--- src/rtl/wdt_pkg.sv ---
// Package: shared types for the prescaled watchdog.
package wdt_pkg;
    // Phase of the watchdog controller.
    typedef enum logic [1:0] {
        WD_RUN   = 2'd0,   // counting towards the timeout interrupt
        WD_GRACE = 2'd1,   // timeout seen, counting towards warm reset
        WD_OFF   = 2'd2,   // disabled through the trap door
        WD_FIRED = 2'd3    // warm reset requested, held until reset
    } wd_state_e;
endpackage

--- src/rtl/wdt_prescaler.sv ---
// Module: wdt_prescaler
// Passes watchdog ticks to the scaler, either every tick or every
// 2**PRE_LOG2-th tick. Assumes wd_tick is a one-cycle strobe already
// synchronised to clk. restart clears the phase and takes priority.
module wdt_prescaler #(
    parameter int PRE_LOG2 = 4
) (
    input  logic clk,
    input  logic rst_n,
    input  logic tick,
    input  logic div_en,
    input  logic active,
    input  logic restart,
    output logic stage_tick
);
    logic [PRE_LOG2-1:0] phase_q;

    // A stage tick leaves on every tick, or on the last tick of each divided group.
    always_comb begin
        stage_tick = active && tick && !restart && (!div_en || (&phase_q));
    end

    // Phase counter of the divider, cleared by a restart.
    always_ff @(posedge clk) begin
        if (!rst_n) begin
            phase_q <= '0;
        end else if (restart) begin
            phase_q <= '0;
        end else if (active && tick && div_en) begin
            phase_q <= phase_q + 1'b1;
        end
    end

    AST_PRE_RESTART_CLEARS: assert property (@(posedge clk) disable iff (!rst_n)
        restart |=> (phase_q == '0));
    AST_PRE_NEEDS_TICK: assert property (@(posedge clk) disable iff (!rst_n)
        !tick |=> $stable(phase_q) || $past(restart));
endmodule

--- src/rtl/wdt_scaler.sv ---
// Module: wdt_scaler
// Down-counter that is stepped by the prescaler. It reloads from the
// scaler preset after reaching zero, and each reload emits one wrap
// that steps the main counter. load starts it from a new preset.
module wdt_scaler #(
    parameter int SCL_W = 8
) (
    input  logic             clk,
    input  logic             rst_n,
    input  logic             step,
    input  logic             load,
    input  logic [SCL_W-1:0] load_val,
    input  logic [SCL_W-1:0] reload_val,
    output logic             wrap
);
    logic [SCL_W-1:0] cnt_q;

    // A wrap happens when a step finds the counter already at zero.
    always_comb begin
        wrap = step && !load && (cnt_q == '0);
    end

    // Count down, reload after zero, or take a new start value.
    always_ff @(posedge clk) begin
        if (!rst_n) begin
            cnt_q <= '1;
        end else if (load) begin
            cnt_q <= load_val;
        end else if (step) begin
            cnt_q <= (cnt_q == '0) ? reload_val : cnt_q - 1'b1;
        end
    end

    AST_SCL_WITHIN_PRESET: assert property (@(posedge clk) disable iff (!rst_n)
        cnt_q <= reload_val);
    AST_SCL_WRAP_RELOADS: assert property (@(posedge clk) disable iff (!rst_n)
        wrap |=> (cnt_q == $past(reload_val)) || $past(load));
endmodule

--- src/rtl/wdt_ctrl.sv ---
// Module: wdt_ctrl
// Holds the presets and the main down-counter, and runs the phase
// sequence timeout -> grace -> reset request. It also decides whether a
// program write or a trap-door strobe is accepted. One counter serves
// both the timeout phase and the grace phase.
module wdt_ctrl
    import wdt_pkg::*;
#(
    parameter int CNT_W = 16,
    parameter int SCL_W = 8,
    parameter int RST_W = 8,
    localparam int PW   = CNT_W + SCL_W + RST_W,
    localparam int MW   = (CNT_W > RST_W) ? CNT_W : RST_W
) (
    input  logic             clk,
    input  logic             rst_n,
    input  logic             prog_we,
    input  logic [PW-1:0]    prog_word,
    input  logic             trap_we,
    input  logic             wrap,
    output logic             active,
    output logic             restart,
    output logic [SCL_W-1:0] scl_preset,
    output logic [SCL_W-1:0] scl_load,
    output logic             irq,
    output logic             reset_req
);
    localparam int S_LO = CNT_W;
    localparam int G_LO = CNT_W + SCL_W;

    wd_state_e        state_q;
    logic [CNT_W-1:0] c_preset_q;
    logic [SCL_W-1:0] s_preset_q;
    logic [RST_W-1:0] g_preset_q;
    logic [MW-1:0]    main_q;
    logic             fired_once_q;
    logic             irq_q;
    logic             req_q;
    logic             prog_ok;
    logic             trap_ok;
    logic [CNT_W-1:0] f_c;
    logic [SCL_W-1:0] f_s;
    logic [RST_W-1:0] f_g;

    // Split the program word into its three preset fields.
    always_comb begin
        f_c = prog_word[CNT_W-1:0];
        f_s = prog_word[S_LO +: SCL_W];
        f_g = prog_word[G_LO +: RST_W];
    end

    // Acceptance rules: a program write wins; the trap door only works before the first timeout.
    always_comb begin
        prog_ok = prog_we && (state_q != WD_FIRED);
        trap_ok = trap_we && !prog_we && (state_q == WD_RUN) && !fired_once_q;
    end

    // Control outputs towards the prescaler and scaler.
    always_comb begin
        active     = (state_q == WD_RUN) || (state_q == WD_GRACE);
        restart    = prog_ok;
        scl_preset = s_preset_q;
        scl_load   = f_s;
        irq        = irq_q;
        reset_req  = req_q;
    end

    // Presets, main counter, phase and output registers.
    always_ff @(posedge clk) begin
        if (!rst_n) begin
            c_preset_q   <= '1;
            s_preset_q   <= '1;
            g_preset_q   <= '1;
            main_q       <= MW'({CNT_W{1'b1}});
            state_q      <= WD_RUN;
            fired_once_q <= 1'b0;
            irq_q        <= 1'b0;
            req_q        <= 1'b0;
        end else begin
            irq_q <= 1'b0;
            if (prog_ok) begin
                c_preset_q <= f_c;
                s_preset_q <= f_s;
                g_preset_q <= f_g;
                main_q     <= MW'(f_c);
                state_q    <= WD_RUN;
            end else if (trap_ok) begin
                state_q <= WD_OFF;
            end else if (wrap && active) begin
                if (main_q != '0) begin
                    main_q <= main_q - 1'b1;
                end else if (state_q == WD_RUN) begin
                    irq_q        <= 1'b1;
                    fired_once_q <= 1'b1;
                    main_q       <= MW'(g_preset_q);
                    state_q      <= WD_GRACE;
                end else begin
                    req_q   <= 1'b1;
                    state_q <= WD_FIRED;
                end
            end
        end
    end

    AST_IRQ_SINGLE_CYCLE: assert property (@(posedge clk) disable iff (!rst_n)
        irq_q |=> !irq_q);
    AST_IRQ_ENTERS_GRACE: assert property (@(posedge clk) disable iff (!rst_n)
        irq_q |-> (state_q == WD_GRACE) && fired_once_q);
    AST_RESET_STICKY: assert property (@(posedge clk) disable iff (!rst_n)
        req_q |=> req_q);
    AST_FIRED_LOCKED: assert property (@(posedge clk) disable iff (!rst_n)
        (state_q == WD_FIRED) |=> (state_q == WD_FIRED) && !irq_q);
    AST_OFF_SILENT: assert property (@(posedge clk) disable iff (!rst_n)
        (state_q == WD_OFF) |=> !irq_q && !req_q);
    AST_TRAP_LATE_IGNORED: assert property (@(posedge clk) disable iff (!rst_n)
        (trap_we && !prog_we && fired_once_q) |=> (state_q != WD_OFF));
    AST_PROG_WINS: assert property (@(posedge clk) disable iff (!rst_n)
        (prog_we && trap_we && (state_q != WD_FIRED)) |=> (state_q == WD_RUN));
    AST_PROG_LOADS_MAIN: assert property (@(posedge clk) disable iff (!rst_n)
        prog_ok |=> (main_q == MW'($past(f_c))));
endmodule

--- src/rtl/wdt_top.sv ---
// Module: wdt_top
// Prescaled two-stage watchdog: prescaler -> scaler -> controller with
// the main counter. Assumes wd_tick is a clk-synchronous strobe that
// marks one period of the watchdog time base.
module wdt_top #(
    parameter int PRE_LOG2 = 4,
    parameter int CNT_W    = 16,
    parameter int SCL_W    = 8,
    parameter int RST_W    = 8,
    localparam int PW      = CNT_W + SCL_W + RST_W
) (
    input  logic          clk,
    input  logic          rst_n,
    input  logic          wd_tick,
    input  logic          div16_en,
    input  logic          prog_we,
    input  logic [PW-1:0] prog_word,
    input  logic          trap_we,
    output logic          timeout_irq,
    output logic          warm_reset_req
);
    logic             active;
    logic             restart;
    logic             stage_tick;
    logic             wrap;
    logic [SCL_W-1:0] scl_preset;
    logic [SCL_W-1:0] scl_load;

    wdt_prescaler #(.PRE_LOG2(PRE_LOG2)) u_pre (
        .clk        (clk),
        .rst_n      (rst_n),
        .tick       (wd_tick),
        .div_en     (div16_en),
        .active     (active),
        .restart    (restart),
        .stage_tick (stage_tick)
    );

    wdt_scaler #(.SCL_W(SCL_W)) u_scl (
        .clk        (clk),
        .rst_n      (rst_n),
        .step       (stage_tick),
        .load       (restart),
        .load_val   (scl_load),
        .reload_val (scl_preset),
        .wrap       (wrap)
    );

    wdt_ctrl #(.CNT_W(CNT_W), .SCL_W(SCL_W), .RST_W(RST_W)) u_ctrl (
        .clk        (clk),
        .rst_n      (rst_n),
        .prog_we    (prog_we),
        .prog_word  (prog_word),
        .trap_we    (trap_we),
        .wrap       (wrap),
        .active     (active),
        .restart    (restart),
        .scl_preset (scl_preset),
        .scl_load   (scl_load),
        .irq        (timeout_irq),
        .reset_req  (warm_reset_req)
    );

    AST_OUTPUTS_EXCLUSIVE: assert property (@(posedge clk) disable iff (!rst_n)
        !(timeout_irq && warm_reset_req));
endmodule

--- config.mk ---
export PLATFORM = sky130hd
export DESIGN_NAME = wdt_top
export DESIGN_NICKNAME = d
export VERILOG_FILES = /design/src/rtl/wdt_pkg.sv /design/src/rtl/wdt_prescaler.sv /design/src/rtl/wdt_scaler.sv /design/src/rtl/wdt_ctrl.sv /design/src/rtl/wdt_top.sv
export SDC_FILE = /design/constraint.sdc
export NUM_CORES = 1
export LEC_CHECK = 0
export CORE_MARGIN = 2
export CORE_UTILIZATION = 50
export CTS_BUF_LIST = sky130_fd_sc_hd__clkbuf_16
export DETAILED_ROUTE_END_ITERATION = 6
export DONT_BUFFER_PORTS = 1
export GPL_TIMING_DRIVEN = 0
export PLACE_DENSITY = 0.68
export RECOVER_POWER = 50
export SLEW_MARGIN = 20
export SYNTH_ARGS = -nofsm -noshare
export SYNTH_HDL_FRONTEND = slang
export SYNTH_SLANG_ARGS = --single-unit
export TNS_END_PERCENT = 100
--- constraint.sdc ---
create_clock -name clk -period 6.9 [get_ports clk]
set_input_delay 0.345 -clock clk [delete_from_list [all_inputs] [get_ports clk]]
set_output_delay 0.345 -clock clk [all_outputs]
set_load 0.02 [all_outputs]
* Yosys cells after proc, flatten, opt, wreduce, memory -nomap -nowiden
Cells that the tools add are included.
Storage, ports and cells: bits in writable memories 0, logic and storage cells 69, ROM bits 0, register bits after elaboration 49, output and inout bits 2, memories 0, latch bits 0, input bits 38
Cells by class: order comparisons 0, $mul 0, divide/modulo/power cells 0, shift operators 0, equal/unequal tests 4, muxes and demuxes 13, reductions and logical operators 33, add/subtract/negate cells 3, bitwise gates (word level) 6
Operators with widths (count):
- two-way mux 16 bit | 5
- two-way mux 8 bit | 3
- nonzero test 16 bit | 1
- subtractor 16 x 1 -> 16 bit, second input constant | 1
- logical AND 1 bit | 11
- AND reduction 5 bit | 2
- logical NOT 8 bit | 1
- two-way mux 2 bit | 4
- subtractor 8 x 1 -> 8 bit, second input constant | 1
- NOT 1 bit | 6
- nonzero test 2 bit | 3
- OR reduction 5 bit | 1
- adder 4 x 1 -> 4 bit, second input constant | 1
- logical NOT 1 bit | 4
- inequality test 2 bit, second input constant | 2
- AND reduction 2 bit | 2
- AND reduction 4 bit | 1
- AND reduction 3 bit | 1
- nonzero test 3 bit | 1
- OR reduction 3 bit | 1
- == test 2 x 1 -> 1 bit, second input constant | 1
- logical NOT 2 bit | 1
- logical OR 1 bit | 2
- inequality test 2 x 1 -> 1 bit, second input constant | 1
- other kinds (2) | 2

* Longest topological paths before layout
Gate-level depths: netlist (run 1).
depth after elaboration 11, mapped depth 8, mapped depth without buffers 7

* Hierarchy
A second synthesis (run 1) with hierarchy kept.
Second synthesis, totals: cells, all modules 368, area total of the unflattened synthesis 2835.2 um^2
By module, submodules not included:
- wdt_ctrl | cells each 273, times used 1, area an instance 2024.4 um^2, sequential area each 740.7 um^2
- wdt_scaler | cells each 74, times used 1, area an instance 619.3 um^2, sequential area each 160.2 um^2
- wdt_prescaler | cells each 21, times used 1, area an instance 191.4 um^2, sequential area each 80.1 um^2

* Least setup slack after synthesis (run 1)
OpenSTA, ideal clock, no wires.
path kind register to register, start reg u_scl.cnt_q[0], end reg u_ctrl.main_q[0], clock period less this slack 2253 ps, arrival time 2158 ps, required time 6805 ps, setup time 95 ps, cell stages (with the launch flop) 8, path buffers 0, setup slack 4647 ps, path through dfxtp_1 > inv_1 > ha_1 > or3b_1 > a2111oi_4 > o211ai_2 > or4_1 > o311ai_1
On the way: cells in the longest elaborated chain, start to end 5
Ends and longest elaborated chain:
- start, declared | line wdt_scaler.sv:16 | logic [SCL_W-1:0] cnt_q;
- start signal, assigned | line wdt_scaler.sv:28 | cnt_q <= load_val;
- start signal, assigned | line wdt_scaler.sv:30 | cnt_q <= (cnt_q == '0) ? reload_val : cnt_q - 1'b1;
- logical NOT 8 bit | line wdt_scaler.sv:20 | wrap = step && !load && (cnt_q == '0);
- logical AND 1 bit | line wdt_scaler.sv:20
- logical AND 1 bit | line wdt_ctrl.sv:89 | end else if (wrap && active) begin
- nonzero test 2 bit (no source line)
- AND reduction 3 bit (no source line)
- end signal, assigned | line wdt_ctrl.sv:85 | main_q <= MW'(f_c);
- end signal, assigned | line wdt_ctrl.sv:91 | main_q <= main_q - 1'b1;
- end signal, assigned | line wdt_ctrl.sv:95 | main_q <= MW'(g_preset_q);
- end, declared | line wdt_ctrl.sv:35 | logic [MW-1:0] main_q;
Every way passes these cells. A chain may end at the register's enable or synchronous reset.

* Worst setup path after layout (run 1)
start reg u_scl.cnt_q[0], end reg u_ctrl.main_q[14]
Same word-level chain as after synthesis.

==> flow_metrics.env, run 1 <==
export IMPL_fin_cells=414
export IMPL_drive_gt1_frac=0.04956
export IMPL_setup_viol=0
export IMPL_portBuffers=0
export IMPL_cts_tree="yes"
export IMPL_async_reset_ff_frac=0
export IMPL_skew_ns=0.005004
export IMPL_required_ns=7.08
export IMPL_crit_arrival_ns=2.79
export IMPL_synth_edf_count=0
export IMPL_io_pins=40
export IMPL_max_freq_mhz=382.9
export IMPL_root_buffer="clkbuf_16"
export IMPL_dr_wl_met2_um=3069
export IMPL_power_frac_comb=0.102
export IMPL_cts_sinks=49
export IMPL_grtUsageTotal=0.2389
export IMPL_grt_pass1_wl_um=11250
export IMPL_drc=0
export IMPL_drv_cap=0
export IMPL_path_max_fanout=10
export IMPL_seqPwrFrac=0.520
export IMPL_synth_cells=336
export IMPL_p_sw_frac=0.2520
export IMPL_place_gp_congestion=0.9486
export IMPL_ctsResizeCount=0
export IMPL_top_layer="met4"
export IMPL_drt_pass1_iter_count=4
export IMPL_synth_warnings=0
export IMPL_dp_cells=406
export IMPL_synth_nets=379
export IMPL_synthesis_area_mm2=0.002646
export IMPL_route_met3_wl_um=597
export IMPL_startpoint_type="flip-flop"
export IMPL_routedWlPerCell_um=16.62
export IMPL_yosysSeqAreaShare=0.3707
export IMPL_p_per_area_mw_per_mm2=211.5
export IMPL_syn_to_final_growth_pct=8.416
export IMPL_worst_slew_margin_rel=0.5520
export IMPL_drt_iter0_drc=220
export IMPL_design_core_area_mm2=0.005107
export IMPL_grt_pass1_vias=2265
export IMPL_p_switching_w=0.0001529
export IMPL_vias=2543
export IMPL_vias_per_cell=6.143
export IMPL_clk_pin_slew_worst_paths_ns=0.06
export IMPL_start_util=0.5181
export IMPL_drt_wl_total_um=6881
export IMPL_hold_violations=0
export IMPL_vdd_ir_drop_worst_uv=153.1
export IMPL_end_kind="flip-flop"
export IMPL_synth_seq_cells=49
export IMPL_fp_dieArea_mm2=0.005891
export IMPL_ant_nets=0
export IMPL_hold_path_cell_count=2
export IMPL_clock_latency_ns=0.29
export IMPL_min_path_type="in2reg"
export IMPL_ctsLongestPathBuffers=2
export IMPL_die_w_um=76.75
export IMPL_worstSetupPathType="reg2reg"
export IMPL_p_int_w=0.0004540
export IMPL_ctsHoldBuffers=0
export IMPL_yosysUniqueCellTypes=59
export IMPL_row_count=26
export IMPL_finalCritPeriodShare=0.3785
export IMPL_wl_met1_um=3085
export IMPL_rsz0062_at_grt="false"
export IMPL_final_max_slew_viol_count=0
export IMPL_worstMarginPinSlew_ns=0.6719
export IMPL_h_tree_depth=2
export IMPL_status="finished clean"
export IMPL_cts_setup_buffers=0
export IMPL_hpwlAfterDp_um=4946
export IMPL_pwr_share_clk=0.378
export IMPL_r2r_cells=7
export IMPL_grt_overflow=0
export IMPL_nets=386
export IMPL_grt_start_max_net_pins=14
export IMPL_cts_made_buffers=5
export IMPL_die_h_um=76.75
export IMPL_tns_ns=0
export IMPL_period_minus_slack_ns=2.611
export IMPL_ys_flop_type="dfxtp_1"
export IMPL_power_leakage_nw=1.084
export IMPL_antenna_found_initial=1
export IMPL_avgSynthCellArea_um2=7.876
## worst paths after layout
| check | end | startpoint | slack, ns |
|---|---|---|---|
| worst min-delay path | u_ctrl.g_preset_q[7]$_SDFFE_PN1P_ | prog_word[31] | 0.18 |
| worst max-delay path | u_ctrl.main_q[14]$_SDFFE_PN1P_ | u_scl.cnt_q[0]$_SDFFE_PN1P_ | 4.29 |
| worst max register to register | u_ctrl.main_q[14]$_SDFFE_PN1P_ | u_scl.cnt_q[0]$_SDFFE_PN1P_ | 4.29 |
| worst min register to register | u_ctrl.scl_preset[1]$_SDFFE_PN1P_ | u_ctrl.scl_preset[1]$_SDFFE_PN1P_ | 0.44 |
## metrics by stage
| stage | power, W | hold WS [ns] | utilization | area (um^2) | setup slack [ns] |
|---|---|---|---|---|---|
| 6_report | 0.0006069 | 0.1778 | 0.5617 | 2869 | 4.289 |
| 5_1_grt | 0.0006338 | 0.1817 | 0.5617 | 2869 | 4.155 |
| 4_1_cts | 0.0006124 | 0.1760 | 0.5612 | 2867 | 4.288 |
| 3_5_place_dp | 0.0003827 | 0.4323 | 0.5353 | 2734 | 4.308 |
| 3_3_place_gp | 0.0003808 | 0.4296 | 0.5353 | 2734 | 4.360 |
| 2_1_floorplan | 0.0003652 | 0.4176 | - | 2646 | 4.647 |
## registers in the layout (all words and copies together), names as in the netlist
register / cells
u_ctrl.fired_once_q: 1
u_ctrl.g_preset_q: 8
u_ctrl.irq: 1
u_ctrl.main_q: 16
u_ctrl.reset_req: 1
u_ctrl.scl_preset: 8
u_ctrl.state_q: 2
u_pre.phase_q: 4
u_scl.cnt_q: 8
## cell type report
class                   count  area, um^2
fillers                   511        2238
clock inverters             2       7.507
well taps                  70       87.58
plain buffers              20       76.32
flip-flops and latches     49       980.9
diodes                      1       2.502
clock buffers               5       125.1
inverters                   9       33.78
multi-input cells         258        1555
## cells in the final DEF (no fill, tap or decap), types with 3 or more instances in the layout
master / Yosys / final
o311a_1: 3 / 3
nor2_1: 28 / 28
a21boi_0: 7 / 7
or3_1: 4 / 4
o2111ai_1: 4 / 4
ha_1: 5 / 5
nand3b_1: 3 / 3
clkbuf_1: 16 / 17
a311o_1: 4 / 4
inv_1: 9 / 10
and3_1: 4 / 4
nand2_1: 65 / 65
a31oi_1: 3 / 3
o21ai_0: 12 / 12
clkbuf_16: 0 / 5
or4_1: 5 / 5
xor2_1: 3 / 3
nor4_1: 4 / 4
mux2i_1: 3 / 3
a21oi_1: 19 / 19
dfxtp_1: 49 / 49
xnor2_1: 4 / 4
nand3_1: 24 / 24
nand4_1: 8 / 8
## metal layers
metal | up-vias | GRT usage
met4 | 0 | 0.08000
met1 | 1188 | 0.3253
li1 | 1246 | -
met2 | 97 | 0.3746
met5 | - | 0
met3 | 12 | 0.05176
## power groups by stage
stage	clock, W	sequential [W]	combinational (W)
3_5_place_dp	0	0.000322	0.0000612
6_report	0.000229	0.000316	0.0000619
3_3_place_gp	0	0.000321	0.0000597
4_1_cts	0.000235	0.000315	0.0000619
2_1_floorplan	0	0.000317	0.0000478
5_1_grt	0.000245	0.000318	0.0000706
## cell families after synthesis
family,count (synthesis),share of synthesized area
AO/OA/AOI/OAI,77,0.2142
XOR/XNOR,7,0.02317
adder cells (fa/ha/maj),5,0.02364
buffers and inverters,29,0.04161
flip-flops,49,0.3707
multiplexers,3,0.01135
AND/OR/NAND/NOR,166,0.3154
## cell usage after synthesis, types with 2 or more instances
cell type / instances / area, um^2
nand2_1: 65 / 244.0
dfxtp_1: 49 / 980.9
nor2_1: 28 / 105.1
nand3_1: 24 / 120.1
a21oi_1: 19 / 95.09
clkbuf_1: 16 / 60.06
o21ai_0: 12 / 60.06
inv_1: 9 / 33.78
nand4_1: 8 / 50.05
a21boi_0: 7 / 52.55
ha_1: 5 / 62.56
or4_1: 5 / 37.54
a311o_1: 4 / 40.04
and3_1: 4 / 25.02
nor4_1: 4 / 25.02
o2111ai_1: 4 / 35.03
or3_1: 4 / 25.02
xnor2_1: 4 / 35.03
a31oi_1: 3 / 18.77
buf_1: 3 / 11.26
mux2i_1: 3 / 30.03
nand3b_1: 3 / 22.52
o311a_1: 3 / 30.03
xor2_1: 3 / 26.28
a21o_1: 2 / 15.01
nand4b_1: 2 / 17.52
nor3_1: 2 / 10.01
nor3b_1: 2 / 15.01
nor4b_1: 2 / 17.52
o211ai_1: 2 / 15.01
o21ba_2: 2 / 20.02
o2bb2ai_1: 2 / 17.52
o311ai_0: 2 / 17.52
o31ai_1: 2 / 15.01
or2_2: 2 / 12.51
or3b_1: 2 / 17.52
## worst max-delay path: stages (launching register included)
cell and delay, ns:
dfxtp_1 0.33, inv_1 0.10, ha_1 0.15, or3b_1 0.47, a2111oi_4 0.48, o211ai_2 0.31
buf_2 0.29, a311o_1 0.36
(Power assumes the default switching activity.)
==> inputs of run 2 (changes only) <==
--- a/config.mk
+++ b/config.mk
@@ -11,7 +11,7 @@
 export DETAILED_ROUTE_END_ITERATION = 6
 export DONT_BUFFER_PORTS = 1
 export GPL_TIMING_DRIVEN = 0
-export PLACE_DENSITY = 0.68
+export PLACE_DENSITY = 0.71
 export RECOVER_POWER = 50
 export SLEW_MARGIN = 20
 export SYNTH_ARGS = -nofsm -noshare
==> constraint.sdc (replaced) <==
create_clock -name clk -period 2.3 [get_ports clk]
set_input_delay 0.115 -clock clk [delete_from_list [all_inputs] [get_ports clk]]
set_output_delay 0.115 -clock clk [all_outputs]
set_load 0.02 [all_outputs]
==> flow_metrics.env, run 2 (synthesis gave the netlist of run 1 again) <==
export IMPL_drt_pass1_iter_count=5
export IMPL_ctsLongestPathBuffers=2
export IMPL_die_h_um=76.75
export IMPL_rsz0062_at_grt="true"
export IMPL_hold_violations=0
export IMPL_place_gp_congestion=0.9249
export IMPL_p_int_w=0.001500
export IMPL_skew_ns=0.003160
export IMPL_startpoint_type="flip-flop"
export IMPL_fp_dieArea_mm2=0.005891
export IMPL_power_frac_comb=0.107
export IMPL_h_tree_depth=2
export IMPL_grtUsageTotal=0.2391
export IMPL_fin_cells=438
export IMPL_dp_cells=406
export IMPL_tns_ns=0
export IMPL_grt_start_max_net_pins=15
export IMPL_drt_iter0_drc=214
export IMPL_start_util=0.5181
export IMPL_end_kind="flip-flop"
export IMPL_grt_pass1_wl_um=11300
export IMPL_final_cell_mix="65 x nand2_1, 47 x dfxtp_1, 28 x nor2_1"
export IMPL_portBuffers=0
export IMPL_p_sw_frac=0.2417
export IMPL_worstHoldEndpoint="u_ctrl.main_q[10]$_SDFFE_PN1P_"
export IMPL_grt_overflow=0
export IMPL_worstHoldStart="prog_word[10]"
export IMPL_worstSetupPathType="reg2reg"
export IMPL_syn_to_final_growth_pct=20.05
export IMPL_r2r_end="u_ctrl.main_q[0]$_SDFFE_PN1P_"
export IMPL_hold_path_cell_count=2
export IMPL_pwr_share_clk=0.411
export IMPL_total_power_w=0.001978
export IMPL_root_buffer="clkbuf_16"
export IMPL_reg2reg_from="u_scl.cnt_q[0]$_SDFFE_PN1P_"
export IMPL_path_max_fanout=9
export IMPL_p_per_area_mw_per_mm2=622.7
export IMPL_max_freq_mhz=448.5
export IMPL_crit_arrival_ns=2.42
export IMPL_vdd_ir_drop_worst_uv=438.7
export IMPL_vias=2666
export IMPL_r2r_cells=8
export IMPL_die_w_um=76.75
export IMPL_power_leakage_nw=1.226
export IMPL_clk_pin_slew_worst_paths_ns=0.06
export IMPL_vias_per_cell=6.087
export IMPL_io_pins=40
export IMPL_largest_reg_flops=16
export IMPL_reg2reg_setup_slack_ns=0.07
export IMPL_cts_sinks=49
export IMPL_mostFrequentLayoutCell="nand2_1"
export IMPL_nets=411
export IMPL_drive_gt1_frac=0.09239
export IMPL_grt_pass1_vias=2396
export IMPL_drv_cap=0
export IMPL_final_max_slew_viol_count=0
export IMPL_design_core_area_mm2=0.005107
export IMPL_dp_slack_ns=-0.2357
export IMPL_p_switching_w=0.0004782
export IMPL_ant_nets=0
export IMPL_setup_viol=0
export IMPL_drc=0
export IMPL_period_minus_slack_ns=2.230
export IMPL_status="finished clean"
export IMPL_fin_ws_ns=0.07013
export IMPL_required_ns=2.49
export IMPL_routedWlPerCell_um=16.24
export IMPL_num_antenna_cells=0
export IMPL_antenna_found_initial=0
export IMPL_seqPwrFrac=0.481
export IMPL_clock_latency_ns=0.29
export IMPL_cts_tree="yes"
export IMPL_hpwlAfterDp_um=4924
export IMPL_row_count=26
export IMPL_worst_slew_margin_rel=0.5922
export IMPL_finalCritPeriodShare=0.9695
export IMPL_utilization=0.6220
export IMPL_min_path_type="in2reg"
export IMPL_cts_made_buffers=5
export IMPL_worstMarginPinSlew_ns=0.6095
export IMPL_regMostFlops="u_ctrl.main_q"
export IMPL_drt_wl_total_um=7113
## run 2: cell count changes in the layout (fill, tap and decap cells not counted), moves of 2 or more
cell           before  now
dfxtp_1            49   47
clkbuf_2            0    3
dlygate4sd3_1       0   19
clkbuf_1           17   14
dfxtp_2             0    2
buf_4               0    6
## run 2: timing repair
item / CTS / global route
hold buffers: 19 / 0
endpoints found under the setup margin: 20 / 24
buffers inserted: 2 / 4
resized for setup: 6 / 10
hold endpoints to repair: 22 / 0
pin swaps: 1 / 2
## run 2: how the worst max path moves through the flow
stage / to / slack [ns] / depth (start not counted) / from
after floorplan: u_ctrl.main_q[0]$_SDFFE_PN1P_ / 0.05 / 7 / u_scl.cnt_q[0]$_SDFFE_PN1P_
after global placement: u_ctrl.main_q[14]$_SDFFE_PN1P_ / -0.21 / 7 / u_scl.cnt_q[0]$_SDFFE_PN1P_
final: u_ctrl.main_q[0]$_SDFFE_PN1P_ / 0.07 / 8 / u_scl.cnt_q[0]$_SDFFE_PN1P_
after CTS: u_ctrl.main_q[10]$_SDFFE_PN1P_ / 0.02 / 6 / u_scl.cnt_q[4]$_SDFFE_PN1P_
after global routing: u_ctrl.main_q[8]$_SDFFE_PN1P_ / -0.007 / 9 / u_scl.cnt_q[0]$_SDFFE_PN1P_
after detailed placement: u_ctrl.main_q[14]$_SDFFE_PN1P_ / -0.24 / 7 / u_scl.cnt_q[0]$_SDFFE_PN1P_
## run 2: routing by layer
metal  up-vias  track usage  wire (um)
li1       1297            -          -
met4         0      0.09091        160
met5         -            0          0
met2       104       0.3851       3296
met3        17      0.05647        464
met1      1248       0.3097       3191
## run 2: critical path, cell delays in order, from the launching register on
cell,delay (ns)
dfxtp_1,0.33
inv_1,0.10
ha_1,0.16
or3b_4,0.42
a2111oi_4,0.19
buf_4,0.19
o211ai_4,0.13
or4_1,0.51
o311ai_1,0.10
## run 2: cell type report
class,instances,area [um^2]
Tap cell,70,87.58
Clock inverter,2,35.03
Inverter,9,33.78
Sequential cell,49,983.4
Timing Repair Buffer,25,235.2
Clock buffer,5,125.1
Fill cell,471,1931
Buffer,20,86.33
Multi-Input combinational cell,258,1590
## run 2: power groups by stage
stage	combinational [W]	clock (W)	sequential (W)
final	0.000213	0.000814	0.000952
after floorplan	0.000143	0	0.000952
after detailed placement	0.000183	0	0.000965
after global routing	0.000238	0.000855	0.000958
after CTS	0.000211	0.000818	0.000948
after global placement	0.000179	0	0.000963
## run 2: per-stage QoR
stage	area [um^2]	hold WS, ns
after global placement	2734	0.2421
after detailed placement	2734	0.2443
after CTS	3127	0.005565
final	3177	0.0003032
after floorplan	2646	0.2331
after global routing	3177	0.008832
==> inputs of run 3 (changes only) <==
--- a/config.mk
+++ b/config.mk
@@ -11,7 +11,7 @@
 export DETAILED_ROUTE_END_ITERATION = 6
 export DONT_BUFFER_PORTS = 1
 export GPL_TIMING_DRIVEN = 0
-export PLACE_DENSITY = 0.71
+export PLACE_DENSITY = 0.68
 export RECOVER_POWER = 50
 export SLEW_MARGIN = 20
 export SYNTH_ARGS = -nofsm -noshare
==> constraint.sdc (replaced) <==
create_clock -name clk -period 2.6 [get_ports clk]
set_input_delay 0.13 -clock clk [delete_from_list [all_inputs] [get_ports clk]]
set_output_delay 0.13 -clock clk [all_outputs]
set_load 0.02 [all_outputs]
==> flow_metrics.env, run 3 (synthesis gave the netlist of run 1 again) <==
export IMPL_status="finished clean"
export IMPL_nets=403
export IMPL_root_buffer="clkbuf_16"
export IMPL_min_path_type="in2reg"
export IMPL_portBuffers=0
export IMPL_drv_cap=0
export IMPL_p_per_area_mw_per_mm2=534.7
export IMPL_final_cell_mix="65 x nand2_1, 49 x dfxtp_1, 28 x nor2_1"
export IMPL_hpwlAfterDp_um=4946
export IMPL_clock_latency_ns=0.29
export IMPL_io_pins=40
export IMPL_nFillCells=503
export IMPL_drt_wl_total_um=7066
export IMPL_syn_to_final_growth_pct=15.27
export IMPL_p_sw_frac=0.2517
export IMPL_crit_path_start="u_ctrl.main_q[0]$_SDFFE_PN1P_"
export IMPL_worstHoldStart="prog_word[9]"
export IMPL_ant_nets=0
export IMPL_hold_path_cell_count=2
export IMPL_worst_slew_margin_rel=0.5593
export IMPL_hold_violations=0
export IMPL_final_max_slew_viol_count=0
export IMPL_drt_iter0_drc=196
export IMPL_r2r_cells=8
export IMPL_vdd_ir_drop_worst_uv=404.1
export IMPL_fp_dieArea_mm2=0.005891
export IMPL_grtUsageTotal=0.2429
export IMPL_start_util=0.5181
export IMPL_worstMarginPinSlew_ns=0.6610
export IMPL_regArea_um2=980.9
export IMPL_clk_pin_slew_worst_paths_ns=0.06
export IMPL_required_ns=2.72
export IMPL_rsz0062_at_grt="false"
export IMPL_power_leakage_nw=1.155
export IMPL_place_gp_congestion=0.9486
export IMPL_grt_start_max_net_pins=14
export IMPL_reg2reg_from="u_ctrl.main_q[0]$_SDFFE_PN1P_"
export IMPL_die_w_um=76.75
export IMPL_power_frac_comb=0.113
export IMPL_setup_viol=0
export IMPL_crit_chain="inv_1, ha_1, nor4b_1, nand4_1, clkbuf_1, or3_1, a21oi_1, o311ai_0"
export IMPL_routedWlPerCell_um=16.39
export IMPL_grt_pass1_wl_um=11430
export IMPL_cts_sinks=49
export IMPL_design_core_area_mm2=0.005107
export IMPL_cts_made_buffers=5
export IMPL_grt_overflow=0
export IMPL_antenna_found_initial=1
export IMPL_startpoint_type="flip-flop"
export IMPL_drt_pass1_iter_count=4
export IMPL_skew_ns=0.004879
export IMPL_end_kind="flip-flop"
export IMPL_tns_ns=0
export IMPL_multi_input_area_mm2=0.001569
export IMPL_vias=2578
export IMPL_cpPeakStageDelay_ns=0.37
export IMPL_vias_per_cell=5.981
export IMPL_pwr_share_clk=0.373
export IMPL_worstSetupPathType="reg2reg"
export IMPL_grt_pass1_vias=2333
export IMPL_path_max_fanout=10
export IMPL_mostFrequentLayoutCell="nand2_1"
export IMPL_largest_reg_flops=16
export IMPL_seqPwrFrac=0.514
export IMPL_max_freq_mhz=418.6
export IMPL_drc=0
export IMPL_regMostFlops="u_ctrl.main_q"
export IMPL_period_minus_slack_ns=2.389
export IMPL_cp_slowest_cell="nor4b_1"
export IMPL_whs_ns=0.004386
export IMPL_ctsLongestPathBuffers=2
export IMPL_drive_gt1_frac=0.05278
export IMPL_utilization=0.5973
export IMPL_row_count=26
export IMPL_finalCritPeriodShare=0.9188
export IMPL_cts_tree="yes"
export IMPL_p_switching_w=0.0004106
export IMPL_p_int_w=0.001221
export IMPL_crit_arrival_ns=2.51
export IMPL_h_tree_depth=2
export IMPL_die_h_um=76.75
-- run 3: cell count changes in the layout (fill, tap and decap cells not counted), sizes merged --
cell / before / now
dlygate4sd3: 19 / 16
diode: 0 / 1
bufinv: 1 / 0
buf: 9 / 4
inv: 9 / 10
-- run 3: through the flow --
stage                     area, um^2  setup WS, ns  cells  total power, W
after floorplan                 2646        0.3468    336       0.0009691
after global placement          2734       0.06033    406        0.001011
after detailed placement        2734      0.007502    406        0.001016
after CTS                       3035       0.04811    429        0.001645
after global routing            3050       0.05764    431        0.001703
final                           3050        0.2111    431        0.001631
-- run 3: layer usage --
layer / wire (um) / global-route usage / part of all wire
met2: 3168 / 0.3807 / 0.45
met4: 181 / 0.09455 / 0.026
met5: 0 / 0 / 0
met3: 546 / 0.05059 / 0.077
met1: 3169 / 0.3270 / 0.45
-- run 3: final cells by class --
| cell class | instances | area share |
|---|---|---|
| clock inverters | 2 | 0.002461 |
| plain buffers | 20 | 0.02502 |
| diodes | 1 | 0.0008203 |
| flip-flops and latches | 49 | 0.3216 |
| clock buffers | 5 | 0.04102 |
| multi-input cells | 258 | 0.5144 |
| repair buffers | 17 | 0.05496 |
| inverters | 9 | 0.01107 |
| well taps | 70 | 0.02871 |
-- run 3: critical path, delay by kind of cell (launching register included) --
kind            cells  cell delay, ns
simple gates        3            0.97
buf+inv             2            0.42
flops               1            0.34
compound gates      2            0.27
fa+ha+maj           1            0.21
-- run 3: power groups by stage --
stage	sequential [W]	clock [W]	combinational (W)
after floorplan	0.000842	0	0.000127
after global placement	0.000852	0	0.000158
after detailed placement	0.000853	0	0.000162
after CTS	0.000836	0.000624	0.000184
after global routing	0.000844	0.000650	0.000209
final	0.000838	0.000608	0.000185
-- run 3: repair_timing --
action                                  in CTS  in global routing
pin swaps                                    0                  1
buffers inserted                             0                  1
endpoints found under the setup margin       1                  6
resized for setup                            1                  1
hold buffers                                16                  0
hold endpoints to repair                    18                  0
-- run 3: path summary, 6_finish.rpt --
path | endpoint | slack [ns]
worst max-delay path | u_ctrl.main_q[6]$_SDFFE_PN1P_ | 0.21
worst min register to register | u_ctrl.scl_preset[1]$_SDFFE_PN1P_ | 0.44
worst min-delay path | u_ctrl.main_q[9]$_SDFFE_PN1P_ | 0.004
worst max register to register | u_ctrl.main_q[6]$_SDFFE_PN1P_ | 0.21
